## src/rtl/wa_pkg.sv

```systemverilog
// Package: shared constants and the vote record for the write-allocate unit.
// Assumes byte addresses of WA_ADDR_W bits and a 4 KB page.
package wa_pkg;
    localparam int WA_ADDR_W     = 32;
    localparam int WA_PAGE_SHIFT = 12;
    localparam int WA_LIMIT_W    = 7;
    localparam int WA_LIMIT_SHIFT = 22;   // 4 MB granules
    localparam int WA_WIN_SHIFT  = 20;    // 1 MB window granule
    localparam int WA_WIN_BLOCK  = 15;    // window starts at 15 MB

    // One bit per cacheability hint
    typedef struct packed {
        logic page_hit;
        logic sector_hit;
        logic limit_hit;
        logic window_hit;
    } wa_votes_t;
endpackage

```

## src/rtl/wa_page_track.sv

```systemverilog
// Module: remembers the page of the latest completed line fill and
// compares a write address against it. The compare uses the value held
// before a same-cycle update. Assumes PAGE_SHIFT < ADDR_W.
module wa_page_track #(
    parameter int ADDR_W     = 32,
    parameter int PAGE_SHIFT = 12
) (
    input  logic              clk,
    input  logic              rst_n,
    input  logic              fill_done,
    input  logic [ADDR_W-1:0] fill_addr,
    input  logic [ADDR_W-1:0] chk_addr,
    output logic              page_hit,
    output logic              page_vld_o,
    output logic [ADDR_W-PAGE_SHIFT-1:0] page_o
);
    localparam int PG_W = ADDR_W - PAGE_SHIFT;

    logic            vld_q;
    logic [PG_W-1:0] page_q;

    // Capture the page of each finished fill; invalid until the first one
    always_ff @(posedge clk) begin
        if (!rst_n) begin
            vld_q  <= 1'b0;
            page_q <= '0;
        end else if (fill_done) begin
            vld_q  <= 1'b1;
            page_q <= fill_addr[ADDR_W-1:PAGE_SHIFT];
        end
    end

    // Compare the write page with the page held before any update
    always_comb begin
        page_hit = vld_q && (chk_addr[ADDR_W-1:PAGE_SHIFT] == page_q);
    end

    assign page_vld_o = vld_q;
    assign page_o     = page_q;
endmodule

```

## src/rtl/wa_region_cfg.sv

```systemverilog
// Module: holds the write-handling settings (limit in coarse granules and
// the fixed window enable) and tests a write address against both regions.
// Assumes LIMIT_W <= ADDR_W - LIMIT_SHIFT.
module wa_region_cfg #(
    parameter int ADDR_W      = 32,
    parameter int LIMIT_W     = 7,
    parameter int LIMIT_SHIFT = 22,
    parameter int WIN_SHIFT   = 20,
    parameter int WIN_BLOCK   = 15
) (
    input  logic               clk,
    input  logic               rst_n,
    input  logic               cfg_we,
    input  logic [LIMIT_W-1:0] cfg_limit,
    input  logic               cfg_win_en,
    input  logic [ADDR_W-1:0]  chk_addr,
    output logic               limit_hit,
    output logic               window_hit,
    output logic [LIMIT_W-1:0] limit_o,
    output logic               win_en_o
);
    localparam int UP_W  = ADDR_W - LIMIT_SHIFT;
    localparam int WIN_W = ADDR_W - WIN_SHIFT;
    localparam logic [WIN_W-1:0] WIN_TAG = WIN_W'(WIN_BLOCK);

    logic [LIMIT_W-1:0] limit_q;
    logic               win_q;

    // Load the settings on a register write; both start disabled
    always_ff @(posedge clk) begin
        if (!rst_n) begin
            limit_q <= '0;
            win_q   <= 1'b0;
        end else if (cfg_we) begin
            limit_q <= cfg_limit;
            win_q   <= cfg_win_en;
        end
    end

    // Region tests against the settings currently held
    always_comb begin
        limit_hit  = (limit_q != '0) &&
                     (chk_addr[ADDR_W-1:LIMIT_SHIFT] < UP_W'(limit_q));
        window_hit = win_q && (chk_addr[ADDR_W-1:WIN_SHIFT] == WIN_TAG);
    end

    assign limit_o  = limit_q;
    assign win_en_o = win_q;
endmodule

```

## src/rtl/wa_vote_merge.sv

```systemverilog
// Module: merges the cacheability hints into one allocate vote.
// NV selects how many leading bits of the vote record take part.
module wa_vote_merge
    import wa_pkg::*;
#(
    parameter int NV = 4
) (
    input  wa_votes_t votes,
    output logic      take
);
    logic [NV-1:0] flat;

    // Flatten the record so the OR width follows the parameter
    generate
        for (genvar i = 0; i < NV; i++) begin : g_flat
            assign flat[i] = votes[$bits(wa_votes_t)-1-i];
        end
    endgenerate

    // Any single hint is enough to allocate
    always_comb begin
        take = |flat;
    end
endmodule

```

## src/rtl/wa_decide_unit.sv

```systemverilog
// Module: top of the write-allocate decision unit. Gathers the hints for
// each write miss and registers the decision with a one-cycle strobe.
// Assumes the cache lookup presents sector and line status with wr_req.
module wa_decide_unit
    import wa_pkg::*;
#(
    parameter int ADDR_W      = WA_ADDR_W,
    parameter int PAGE_SHIFT  = WA_PAGE_SHIFT,
    parameter int LIMIT_W     = WA_LIMIT_W,
    parameter int LIMIT_SHIFT = WA_LIMIT_SHIFT
) (
    input  logic               clk,
    input  logic               rst_n,
    input  logic               wr_req,
    input  logic [ADDR_W-1:0]  wr_addr,
    input  logic               sec_tag_hit,
    input  logic               line_valid,
    input  logic               fill_done,
    input  logic [ADDR_W-1:0]  fill_addr,
    input  logic               cfg_we,
    input  logic [LIMIT_W-1:0] cfg_limit,
    input  logic               cfg_win_en,
    output logic               alloc_valid,
    output logic               alloc_take
);
    localparam int PG_W = ADDR_W - PAGE_SHIFT;

    wa_votes_t          votes;
    logic               take_c;
    logic               page_vld;
    logic [PG_W-1:0]    page_q;
    logic [LIMIT_W-1:0] lim_q;
    logic               win_q;
    logic               vld_q;
    logic               take_q;

    wa_page_track #(.ADDR_W(ADDR_W), .PAGE_SHIFT(PAGE_SHIFT)) u_page (
        .clk(clk), .rst_n(rst_n),
        .fill_done(fill_done), .fill_addr(fill_addr),
        .chk_addr(wr_addr), .page_hit(votes.page_hit),
        .page_vld_o(page_vld), .page_o(page_q)
    );

    wa_region_cfg #(
        .ADDR_W(ADDR_W), .LIMIT_W(LIMIT_W), .LIMIT_SHIFT(LIMIT_SHIFT),
        .WIN_SHIFT(WA_WIN_SHIFT), .WIN_BLOCK(WA_WIN_BLOCK)
    ) u_region (
        .clk(clk), .rst_n(rst_n),
        .cfg_we(cfg_we), .cfg_limit(cfg_limit), .cfg_win_en(cfg_win_en),
        .chk_addr(wr_addr),
        .limit_hit(votes.limit_hit), .window_hit(votes.window_hit),
        .limit_o(lim_q), .win_en_o(win_q)
    );

    // Sector present but addressed line absent: the page is known cacheable
    always_comb begin
        votes.sector_hit = sec_tag_hit && !line_valid;
    end

    wa_vote_merge #(.NV(4)) u_merge (.votes(votes), .take(take_c));

    // Register the decision and its strobe one cycle after the request
    always_ff @(posedge clk) begin
        if (!rst_n) begin
            vld_q  <= 1'b0;
            take_q <= 1'b0;
        end else begin
            vld_q  <= wr_req;
            take_q <= wr_req && take_c;
        end
    end

    assign alloc_valid = vld_q;
    assign alloc_take  = take_q;
endmodule

```

## config.mk

```make
export PLATFORM = sky130hd
export DESIGN_NAME = wa_decide_unit
export DESIGN_NICKNAME = d
export VERILOG_FILES = /design/src/rtl/wa_pkg.sv /design/src/rtl/wa_page_track.sv /design/src/rtl/wa_region_cfg.sv /design/src/rtl/wa_vote_merge.sv /design/src/rtl/wa_decide_unit.sv
export SDC_FILE = /design/constraint.sdc
export NUM_CORES = 1
export LEC_CHECK = 0
export CAP_MARGIN = 0
export CORE_MARGIN = 5
export CORE_UTILIZATION = 25
export DETAILED_ROUTE_END_ITERATION = 8
export GPL_ROUTABILITY_DRIVEN = 0
export PLACE_DENSITY = 0.55
export SLEW_MARGIN = 5
export SYNTH_ARGS = -nofsm -noshare
export SYNTH_HDL_FRONTEND = slang
export SYNTH_HIERARCHICAL = 1
export SYNTH_SLANG_ARGS = --single-unit
```

## constraint.sdc

```tcl
create_clock -name clk -period 1.63 [get_ports clk]
set_clock_uncertainty 0.05 [all_clocks]
set_input_delay 0.326 -clock clk [delete_from_list [all_inputs] [get_ports clk]]
set_output_delay 0.326 -clock clk [all_outputs]
set_load 0.03 [all_outputs]
```

[After elaboration in Yosys (flattened, before gate mapping)]
Index checks and enable logic that the tools add are counted.
Storage, ports and cells
  register bits: 31
  bits of input ports: 79
  output and inout port bits: 2
  logic and storage cells: 17
Operators by class
  magnitude comparators: 1
  eq/ne operators: 2
  reduce and logical (&&, ||, !) cells: 8
Operator list (count)
  20-bit == test: 1
  12-bit by 4-bit == test with 1-bit output, second input constant: 1
  10-bit by 7-bit < comparator with 1-bit output: 1
  7-bit nonzero test: 1
  1-bit logical AND: 5
  4-bit OR reduction: 1
  1-bit zero test: 1

[Depth between registers and ports, before layout]
Gate-level depths: netlist (run 1).
  depth after elaboration: 4
  gate-level depth with buffers: 7
  mapped depth without buffers: 7

[By module]
The synthesis (run 1) kept the hierarchy.
Modules (own cells, without submodules)
  wa_page_track: times used 1, cells an instance 94, area each 1003.5 um^2, seq. area each 420.4 um^2
  wa_region_cfg: times used 1, cells an instance 56, area each 506.7 um^2, seq. area each 160.2 um^2
  wa_decide_unit: times used 1, cells an instance 5, area each 58.8 um^2, seq. area each 40.0 um^2
  wa_vote_merge: times used 1, cells an instance 1, area each 7.5 um^2, seq. area each 0.0 um^2

[Worst setup path after synthesis (run 1)]
No wires, ideal clock.
  path type: register -> register
  start point: reg u_region.limit_q[4] (netlist: u_region/limit_o[4])
  end point: reg take_q (netlist: alloc_take)
  data arrival time: 1.647 ns
  required time: 1.465 ns
  slack: -0.183 ns
  stages on the path, launching flop included: 8
  cells stage by stage: dfxtp_1 > inv_1 > ha_1 > nand4_1 > o21bai_1 > a211oi_2 > or4_1 > and3_1
RTL lines
  from (decl): line wa_region_cfg.sv:26  | logic [LIMIT_W-1:0] limit_q;
  from (signal assigned): line wa_region_cfg.sv:35  | limit_q <= cfg_limit;
  to (signal assigned): line wa_decide_unit.sv:69  | take_q <= wr_req && take_c;
  to (decl): line wa_decide_unit.sv:35  | logic take_q;

==> results of run 1 <==
[cell type report]
type                       count  area [sq um]  area share (%)
clock buffer                   6         82.58           3.349
timing repair buffer          69         666.9           27.04
clock inverter                 2         35.03           1.421
inverter                       6         22.52          0.9132
tap                           77         96.34           3.907
sequential                    31         625.6           25.37
multi-input combinational    113         937.1           38.00
[worst max-delay path: stages]
cell,delay [ns]
clkdlybuf4s50_1,0.48
xor2_1,0.16
nor4_1,0.07
nand3_1,0.10
nor4_2,0.05
or4_1,0.45
and3_1,0.15
[metrics by stage]
stage               cell area (sq um)  TNS [ns]  hold slack (ns)  total power [mW]
floorplan                        1593         0           0.3773             1.025
global placement                 2316   -0.5071           0.3890             1.240
detailed placement               2316   -0.5350           0.3925             1.243
CTS                              2454  -0.04761           0.4125             2.042
global route                     2466   -0.1450           0.4176             2.110
finish                           2466  -0.03732           0.4093             2.010
[power by group through the flow]
stage | Sequential [mW] | Combinational [mW] | Clock (mW)
floorplan | 0.848 | 0.177 | 0
global placement | 0.849 | 0.391 | 0
detailed placement | 0.850 | 0.393 | 0
CTS | 0.832 | 0.395 | 0.815
global route | 0.838 | 0.432 | 0.840
finish | 0.832 | 0.395 | 0.783
[cell families (layout without fill, tap and decap cells)]
logic type / after synthesis / count (layout) / share of synthesized area, %
xor gates and xnor gates: 20 / 20 / 11.11
adders and majority gates: 6 / 6 / 4.762
and+or+nand+nor: 53 / 53 / 20.72
muxes: 28 / 28 / 17.78
DFF: 31 / 31 / 39.37
buffers and inverters: 12 / 83 / 3.571
AOI/OAI and AO/OA: 6 / 6 / 2.698
[cell usage in the layout (no fill, tap or decap), types with 3 or more instances in the layout]
cell / synthesis / routed
dlygate4sd2_1: 0 / 13
xnor2_1: 12 / 12
mux2i_1: 28 / 28
nor2b_1: 29 / 29
nand4_1: 5 / 5
clkdlybuf4s50_1: 0 / 43
dfxtp_1: 31 / 27
buf_4: 3 / 11
ha_1: 6 / 3
clkbuf_8: 0 / 6
inv_2: 0 / 4
a21oi_1: 3 / 3
nand3_1: 3 / 3
dfxtp_2: 0 / 4
ha_4: 0 / 3
nor4_1: 3 / 3
xor2_1: 8 / 8
[layer usage]
layer / track usage (%) / wire length, um / vias up
met2: 17.28 / 1921 / 38
met3: 3.318 / 338 / 4
met4: 3.654 / 34 / 0
met5: 0 / 0 / -
met1: 13.59 / 1878 / 591
li1: - / - / 668
[registers in the layout, indices dropped and copies added (netlist names)]
name               cells
u_page/page_o         20
u_region/limit_o       7
alloc_take             1
alloc_valid            1
u_page/page_vld_o      1
u_region/win_en_o      1
[final timing paths]
path	from	to	slack, ns
hold reg to reg	u_page/page_vld_o	u_page/page_vld_o	0.41
setup reg to reg	u_region/limit_o[4]	alloc_take	-0.03
setup / recovery	wr_addr[16]	alloc_take	-0.04
hold / removal	u_page/page_vld_o	u_page/page_vld_o	0.41
[repair_timing]
action                                  4_1_cts  5_1_grt
gates resized for setup                      17        2
endpoints found under the setup margin        3        1
hold buffers                                  0        0
buffers inserted                              3        0
pin swaps                                     8        3
==> results.sh, run 1 <==
export IMPL_synth_area_sq_um=1577
export IMPL_hold_viol_final=0
export IMPL_clk_path_buf_depth=2
export IMPL_worstPathRequired_ns=1.76
export IMPL_diodes=0
export IMPL_period_share_pct=102.3
export IMPL_nets=311
export IMPL_status="finished with violations"
export IMPL_finalSetupViolCount=1
export IMPL_grt_use_total_pct=10.74
export IMPL_synth_common_cells="dfxtp_1, nor2b_1, mux2i_1"
export IMPL_cts_sinks=31
export IMPL_worstSetupEndpointType="flip-flop"
export IMPL_die_w_um=89.41
export IMPL_path_clk_slew_ns=0.07
export IMPL_yosys_area_top_type="dfxtp_1"
export IMPL_grt_pass1_wl_um=6396
export IMPL_async_flop_share_pct=0
export IMPL_drc_errors=0
export IMPL_tritoncts="built"
export IMPL_switching_share_pct=23.16
export IMPL_cts_made_buffers=5
export IMPL_syn_to_final_growth_pct=56.43
export IMPL_dp_hpwl_um=3207
export IMPL_core_area_sq_um=6241
export IMPL_rows=29
export IMPL_ant_nets=0
export IMPL_fmax_mhz=599.8
export IMPL_hold_class="flip-flop to flip-flop"
export IMPL_drtIter0Drc=31
export IMPL_max_cap_violations=0
export IMPL_start_util_pct=25.26
export IMPL_r2r_cells=7
export IMPL_ir_drop_v=0.0004809
export IMPL_overflow=0
export IMPL_vias_per_cell=4.280
export IMPL_critical_path_max_fanout=1
export IMPL_htreeDepth=2
export IMPL_ys_ff_latch=31
export IMPL_post_place_cells=293
export IMPL_routedWlPerCell_um=13.73
export IMPL_die_area_sq_um=7994
export IMPL_crit_type="input pin to flip-flop"
export IMPL_pwr_share_comb_pct=19.6
export IMPL_crit_path_start_kind="input pin"
export IMPL_antenna_found_initial=0
export IMPL_routed_wl_um=4173
export IMPL_stdcell_count=304
export IMPL_dp_slack_ns=-0.5350
export IMPL_portBuffers=56
export IMPL_cp_arrival_ns=1.80
export IMPL_internal_power_mw=1.545
export IMPL_violations="negative setup slack"
export IMPL_drive_above_1_share_pct=14.98
export IMPL_yosysWarningCount=6
export IMPL_p_seq_share_pct=41.4
export IMPL_io_pins=81
export IMPL_clk_latency_ns=0.28
export IMPL_p_leak_nw=1.012
export IMPL_holdPathStages=1
export IMPL_grt_pass1_vias=1344
export IMPL_synth_area_leaders="dfxtp_1, mux2i_1, nor2b_1"
export IMPL_synth_nets=241
export IMPL_grt_max_degree=32
export IMPL_via_count=1301
export IMPL_min_period_ns=1.667
export IMPL_rsz0062_at_grt="yes"
export IMPL_synth_edff_count=0
export IMPL_final_util_pct=39.51
export IMPL_ys_flop_type="dfxtp_1"
export IMPL_synth_top_area_share_pct=39.37
export IMPL_firstDrtPassIters=4
export IMPL_synth_seq_area_share_pct=39.37
export IMPL_synth_distinct_cells=26
export IMPL_worstMarginPinSlew_ns=0.3852
export IMPL_clockPowerShare_pct=39.0
export IMPL_p_per_area_nw_per_um2=815.2
export IMPL_yosysMostFrequentCell="dfxtp_1"
export IMPL_synth_cells=156
export IMPL_worst_slew_margin_rel_pct=74.12
export IMPL_drv_slew=0
export IMPL_root_buffer="clkbuf_8"
export IMPL_power_net_switching_mw=0.4656
export IMPL_timing_final_ws_setup_ns=-0.03732
export IMPL_die_h_um=89.41
export IMPL_n_fill_cell=636
export IMPL_syn_avg_cell_area_sq_um=10.11
No activity file was read; power rests on OpenSTA's default activity.
==> run 2, diff against run 1 <==
--- a/config.mk
+++ b/config.mk
@@ -14,5 +14,4 @@
 export SLEW_MARGIN = 5
 export SYNTH_ARGS = -nofsm -noshare
 export SYNTH_HDL_FRONTEND = slang
-export SYNTH_HIERARCHICAL = 1
 export SYNTH_SLANG_ARGS = --single-unit
==> run 2 against run 1 <==
Net effect:
- the run now ends clean
- critical path depth down 2
- first-iteration DRC count decreased by 58%
- total power fell by 6.6%
- largest cell class unchanged
- critical endpoint unchanged
==> results.sh, run 2 <==
export IMPL_status="completed"
export IMPL_post_place_cells=291
export IMPL_hold_class="flip-flop to flip-flop"
export IMPL_stdcell_count=299
export IMPL_ir_drop_v=0.0003747
export IMPL_path_buf_inv=0
export IMPL_worst_slew_margin_rel_pct=65.51
export IMPL_synth_edff_count=0
export IMPL_p_per_area_nw_per_um2=772.1
export IMPL_n_fill_cell=587
export IMPL_routed_wl_um=3961
export IMPL_worstPathRequired_ns=1.75
export IMPL_path_delay_family="compound AO/OA/AOI/OAI gates"
export IMPL_die_h_um=88.97
export IMPL_synth_distinct_cells=25
export IMPL_grt_max_degree=30
export IMPL_synth_common_cells="dfxtp_1, mux2i_1, nor2b_1"
export IMPL_drtIter0Drc=13
export IMPL_crit_path_start_kind="flip-flop"
export IMPL_root_buffer="clkbuf_8"
export IMPL_regToRegSetupSlack_ns=0.07
export IMPL_ys_ff_latch=31
export IMPL_start_util_pct=26.02
export IMPL_yosys_area_top_type="dfxtp_1"
export IMPL_synth_seq_area_share_pct=39.81
export IMPL_grt_pass1_wl_um=6078
export IMPL_worst_r2r_endpoint="alloc_take"
export IMPL_syn_avg_cell_area_sq_um=9.994
export IMPL_p_leak_nw=1.003
export IMPL_slowest_delay_ns=0.50
export IMPL_layout_commonest_cell="clkdlybuf4s50_1"
export IMPL_antenna_found_initial=0
export IMPL_layout_common_cells="clkdlybuf4s50_1, dfxtp_1, mux2i_1, nor2b_1, xnor2_1"
export IMPL_crit_chain="nor4_1 > a2111oi_4 > o221ai_2 > o22ai_1 > a41o_2"
export IMPL_via_count=1245
export IMPL_synth_nets=241
export IMPL_yosysWarningCount=0
export IMPL_diodes=0
export IMPL_holdPathEnd="u_page.page_vld_o"
export IMPL_fmax_mhz=641.9
export IMPL_finalSetupViolCount=0
export IMPL_routedWlPerCell_um=13.25
export IMPL_max_cap_violations=0
export IMPL_clk_latency_ns=0.28
export IMPL_vias_per_cell=4.164
export IMPL_hold_viol_final=0
export IMPL_io_pins=81
export IMPL_min_period_ns=1.558
export IMPL_core_area_sq_um=5991
export IMPL_crit_type="flip-flop to flip-flop"
export IMPL_postCtsHoldBufs=0
export IMPL_portBuffers=56
export IMPL_rows=28
export IMPL_drv_slew=0
export IMPL_worstMarginPinSlew_ns=0.5126
export IMPL_ys_flop_type="dfxtp_1"
export IMPL_reg2reg_from="u_region.limit_o[2]"
export IMPL_largest_reg_flops=20
export IMPL_path_clk_slew_ns=0.07
export IMPL_cts_sinks=31
export IMPL_cts_made_buffers=5
export IMPL_grt_use_total_pct=10.30
export IMPL_critical_path_slowest_cell="nor4_1"
export IMPL_synth_top_area_share_pct=39.81
export IMPL_die_area_sq_um=7916
export IMPL_drive_above_1_share_pct=11.16
export IMPL_min_from="u_page.page_vld_o"
export IMPL_synth_area_leaders="dfxtp_1, mux2i_1, nor2b_1"
export IMPL_r2r_cells=5
export IMPL_synth_area_sq_um=1559
export IMPL_clk_path_buf_depth=2
export IMPL_syn_to_final_growth_pct=56.02
export IMPL_htreeDepth=2
export IMPL_synth_cells=156
export IMPL_firstDrtPassIters=3
export IMPL_period_share_pct=95.57
export IMPL_grt_pass1_vias=1250
export IMPL_async_flop_share_pct=0
export IMPL_dp_hpwl_um=3065
export IMPL_rsz0062_at_grt="no"
export IMPL_nets=308
export IMPL_holdPathStages=1
export IMPL_die_w_um=88.97
export IMPL_tritoncts="built"
export IMPL_worstSetupEndpointType="flip-flop"
export IMPL_final_util_pct=40.60
export IMPL_ant_nets=0
export IMPL_tns_ns=0
export IMPL_yosysMostFrequentCell="dfxtp_1"
export IMPL_cp_arrival_ns=1.68
export IMPL_critical_path_max_fanout=3
export IMPL_overflow=0
export IMPL_drc_errors=0
export IMPL_post_cts_buffers=0
## run 2: cell count changes after synthesis, moves of 2 or more
cell | before | now
buf_2 | 0 | 2
xnor2_1 | 12 | 15
xor2_1 | 8 | 5
buf_4 | 3 | 0
inv_1 | 6 | 9
clkbuf_1 | 3 | 5
## run 2: kinds of logic (layout without fill, tap and decap cells)
logic type / count (synthesis) / in the layout / share of synthesized area, %
simple gates: 46 / 46 / 17.74
flops: 31 / 31 / 39.81
mux: 28 / 28 / 17.98
xor+xnor: 20 / 20 / 11.24
buf+inv: 16 / 84 / 4.013
compound gates: 9 / 9 / 4.414
fa+ha+maj: 6 / 6 / 4.815
## run 2: cell type report
cell class                 count  area, sq um  share of cell area, %
timing repair buffer          67        655.6                  26.95
inverter                       9        33.78                  1.389
clock buffer                   8        100.1                  4.115
tap                           75        93.84                  3.858
multi-input combinational    109        928.4                  38.17
sequential                    31        620.6                  25.51
## run 2: layer usage
metal	part of all wire [%]	global-route usage, %	vias up
met2	45	16.13	33
met4	1.1	3.654	0
met3	7.5	3.502	5
li1	-	-	668
met5	0	0	-
met1	46	13.22	539
## run 2: worst max path at each step
stage                             start    endpoint  slack (ns)  depth (start not counted)
floorplan                   wr_addr[29]  alloc_take        0.04                          5
global placement            wr_addr[29]  alloc_take       -0.49                          6
detailed placement          wr_addr[29]  alloc_take       -0.59                          6
CTS                         wr_addr[26]  alloc_take      -0.005                          6
global route        u_region.limit_o[5]  alloc_take       0.007                          6
finish              u_region.limit_o[2]  alloc_take        0.07                          5
## run 2: where the power goes
part           internal (mW)  total [mW]  switching (mW)
clock                  0.385       0.661           0.276
sequential             0.803       0.833          0.0302
combinational          0.241       0.383           0.142
## run 2: metrics by stage
stage                     setup WS, ns  area [sq um]  total power, mW  hold WS [ns]
after floorplan                0.04012          1559            1.019        0.3772
after global placement         -0.4904          2280            1.227        0.3962
after CTS                    -0.004863          2395            1.911        0.4091
after detailed placement       -0.5888          2280            1.228        0.3902
final                          0.07218          2432            1.878        0.4113
after global routing          0.006688          2432            1.986        0.4476
## run 2: repair_timing
| action | CTS | global route |
|---|---|---|
| setup endpoints to repair | 3 | 1 |
| pin swaps | 2 | 5 |
| resized for setup | 9 | 7 |
==> run 3, diff against run 2 <==
--- a/config.mk
+++ b/config.mk
@@ -7,10 +7,10 @@
 export LEC_CHECK = 0
 export CAP_MARGIN = 0
 export CORE_MARGIN = 5
-export CORE_UTILIZATION = 25
+export CORE_UTILIZATION = 30
 export DETAILED_ROUTE_END_ITERATION = 8
 export GPL_ROUTABILITY_DRIVEN = 0
-export PLACE_DENSITY = 0.55
+export PLACE_DENSITY = 0.64
 export SLEW_MARGIN = 5
 export SYNTH_ARGS = -nofsm -noshare
 export SYNTH_HDL_FRONTEND = slang
==> run 3 against run 2 <==
Net effect:
- clock power down 14%
- critical path type unchanged
- critical path depth unchanged
- clock-buffer cell count down 1
- total power down 5.2%
==> results.sh, run 3 (synthesis results as in run 2) <==
export IMPL_antenna_found_initial=0
export IMPL_routedWlPerCell_um=12.89
export IMPL_largest_reg_flops=20
export IMPL_cts_made_buffers=5
export IMPL_post_cts_buffers=0
export IMPL_diodes=0
export IMPL_crit_chain="nor4_1 > a2111oi_4 > o221ai_2 > o22ai_2 > a41o_2"
export IMPL_drv_slew=0
export IMPL_grt_use_met2_pct=18.42
export IMPL_hold_viol_final=0
export IMPL_crit_type="flip-flop to flip-flop"
export IMPL_overflow=0
export IMPL_critical_path_max_fanout=3
export IMPL_reg2reg_from="u_region.limit_o[2]"
export IMPL_p_leak_nw=0.9981
export IMPL_ir_drop_v=0.0004161
export IMPL_grt_pass1_wl_um=5858
export IMPL_firstDrtPassIters=2
export IMPL_grt_pass1_vias=1258
export IMPL_rsz0062_at_grt="no"
export IMPL_dp_hpwl_um=2962
export IMPL_critical_path_slowest_cell="nor4_1"
export IMPL_grt_use_total_pct=11.72
export IMPL_stdcell_count=294
export IMPL_p_per_area_nw_per_um2=741.8
export IMPL_worstPathRequired_ns=1.75
export IMPL_clk_latency_ns=0.28
export IMPL_met1_usage_pct=14.93
export IMPL_vias_per_cell=4.333
export IMPL_r2r_cells=5
export IMPL_holdPathEnd="u_page.page_vld_o"
export IMPL_layout_commonest_cell="clkdlybuf4s50_1"
export IMPL_htreeDepth=2
export IMPL_ant_nets=0
export IMPL_slowest_delay_ns=0.52
export IMPL_drive_above_1_share_pct=10.71
export IMPL_period_share_pct=95.72
export IMPL_fmax_mhz=640.9
export IMPL_met3_usage_pct=4.605
export IMPL_final_area_sq_um=2400
export IMPL_worst_slew_margin_rel_pct=63.22
export IMPL_layout_common_cells="clkdlybuf4s50_1, dfxtp_1, mux2i_1, nor2b_1, xnor2_1"
export IMPL_min_from="u_page.page_vld_o"
export IMPL_cp_arrival_ns=1.68
export IMPL_io_pins=81
export IMPL_tritoncts="built"
export IMPL_die_area_sq_um=6738
export IMPL_nets=308
export IMPL_top_usage_layer="met2"
export IMPL_die_w_um=82.09
export IMPL_tns_ns=0
export IMPL_portBuffers=56
export IMPL_hold_class="flip-flop to flip-flop"
export IMPL_root_buffer="clkbuf_8"
export IMPL_cts_sinks=31
export IMPL_finalSetupViolCount=0
export IMPL_clk_path_buf_depth=2
export IMPL_die_h_um=82.09
export IMPL_drc_errors=0
export IMPL_worstMarginPinSlew_ns=0.5467
export IMPL_core_area_sq_um=5075
export IMPL_via_count=1274
export IMPL_regToRegSetupSlack_ns=0.07
export IMPL_post_dp_cell_area_sq_um=2273
export IMPL_worst_r2r_endpoint="alloc_take"
export IMPL_crit_path_start_kind="flip-flop"
export IMPL_status="completed"
export IMPL_holdPathStages=1
export IMPL_rows=26
export IMPL_grt_max_degree=30
export IMPL_drtIter0Drc=20
export IMPL_routed_wl_um=3789
export IMPL_final_util_pct=47.29
export IMPL_start_util_pct=30.72
export IMPL_worstSetupEndpointType="flip-flop"
export IMPL_syn_to_final_growth_pct=53.93
export IMPL_path_clk_slew_ns=0.06
export IMPL_max_cap_violations=0
export IMPL_post_place_cells=286
export IMPL_min_period_ns=1.560
export IMPL_total_power_mw=1.780
[run 3: cell types whose count changed in the layout (fill, tap and decap cells not counted), sizes merged]
cell and delta:
clkbuf -1, clkdlybuf4s50 -1, clkinv +1, dlygate4sd2 +1
[run 3: worst max path at each step]
stage	start	end	slack (ns)	cells after the start
detailed placement	wr_addr[29]	alloc_take	-0.53	6
CTS	wr_addr[27]	alloc_take	0.01	6
finish	u_region.limit_o[2]	alloc_take	0.07	5
global route	u_region.limit_o[2]	alloc_take	0.01	5
floorplan	wr_addr[29]	alloc_take	0.04	5
global placement	wr_addr[29]	alloc_take	-0.49	6
[run 3: area by class of cell]
type / count / area [sq um]
Timing Repair Buffer: 67 / 654.4
Inverter: 9 / 33.78
Fill cell: 520 / 2675
Tap cell: 70 / 87.58
Sequential cell: 31 / 620.6
Multi-Input combinational cell: 109 / 922.1
Clock inverter: 1 / 5.005
Clock buffer: 7 / 76.32
[run 3: report_power, final]
part | switching, mW | internal [mW]
sequential | 0.0310 | 0.803
clock | 0.269 | 0.299
combinational | 0.140 | 0.237
total | 0.441 | 1.34
[run 3: metal layers]
metal / vias to the layer above / share of wire [%] / routed length, um
li1: 664 / - / -
met1: 569 / 47 / 1786
met2: 37 / 46 / 1728
met3: 4 / 6.6 / 250
met4: 0 / 0.63 / 24
met5: - / 0 / 0
[run 3: repair_timing]
| item | in CTS | in global routing |
|---|---|---|
| gates resized for setup | 10 | 7 |
| endpoints found under the setup margin | 3 | 1 |
| pin swaps | 3 | 2 |
| hold buffers | 0 | 0 |
[run 3: critical path, delay by kind of cell (launching register included)]
| kind | cells | cell delay [ns] |
|---|---|---|
| AO/OA/AOI/OAI | 4 | 0.56 |
| flip-flops | 1 | 0.33 |
| AND/OR/NAND/NOR | 1 | 0.52 |
[run 3: metrics by stage]
stage,setup WS [ns],hold slack (ns)
2_1_floorplan,0.04012,0.3772
3_3_place_gp,-0.4920,0.3982
3_5_place_dp,-0.5280,0.4017
4_1_cts,0.01218,0.4171
5_1_grt,0.01066,0.4269
6_report,0.06971,0.4132
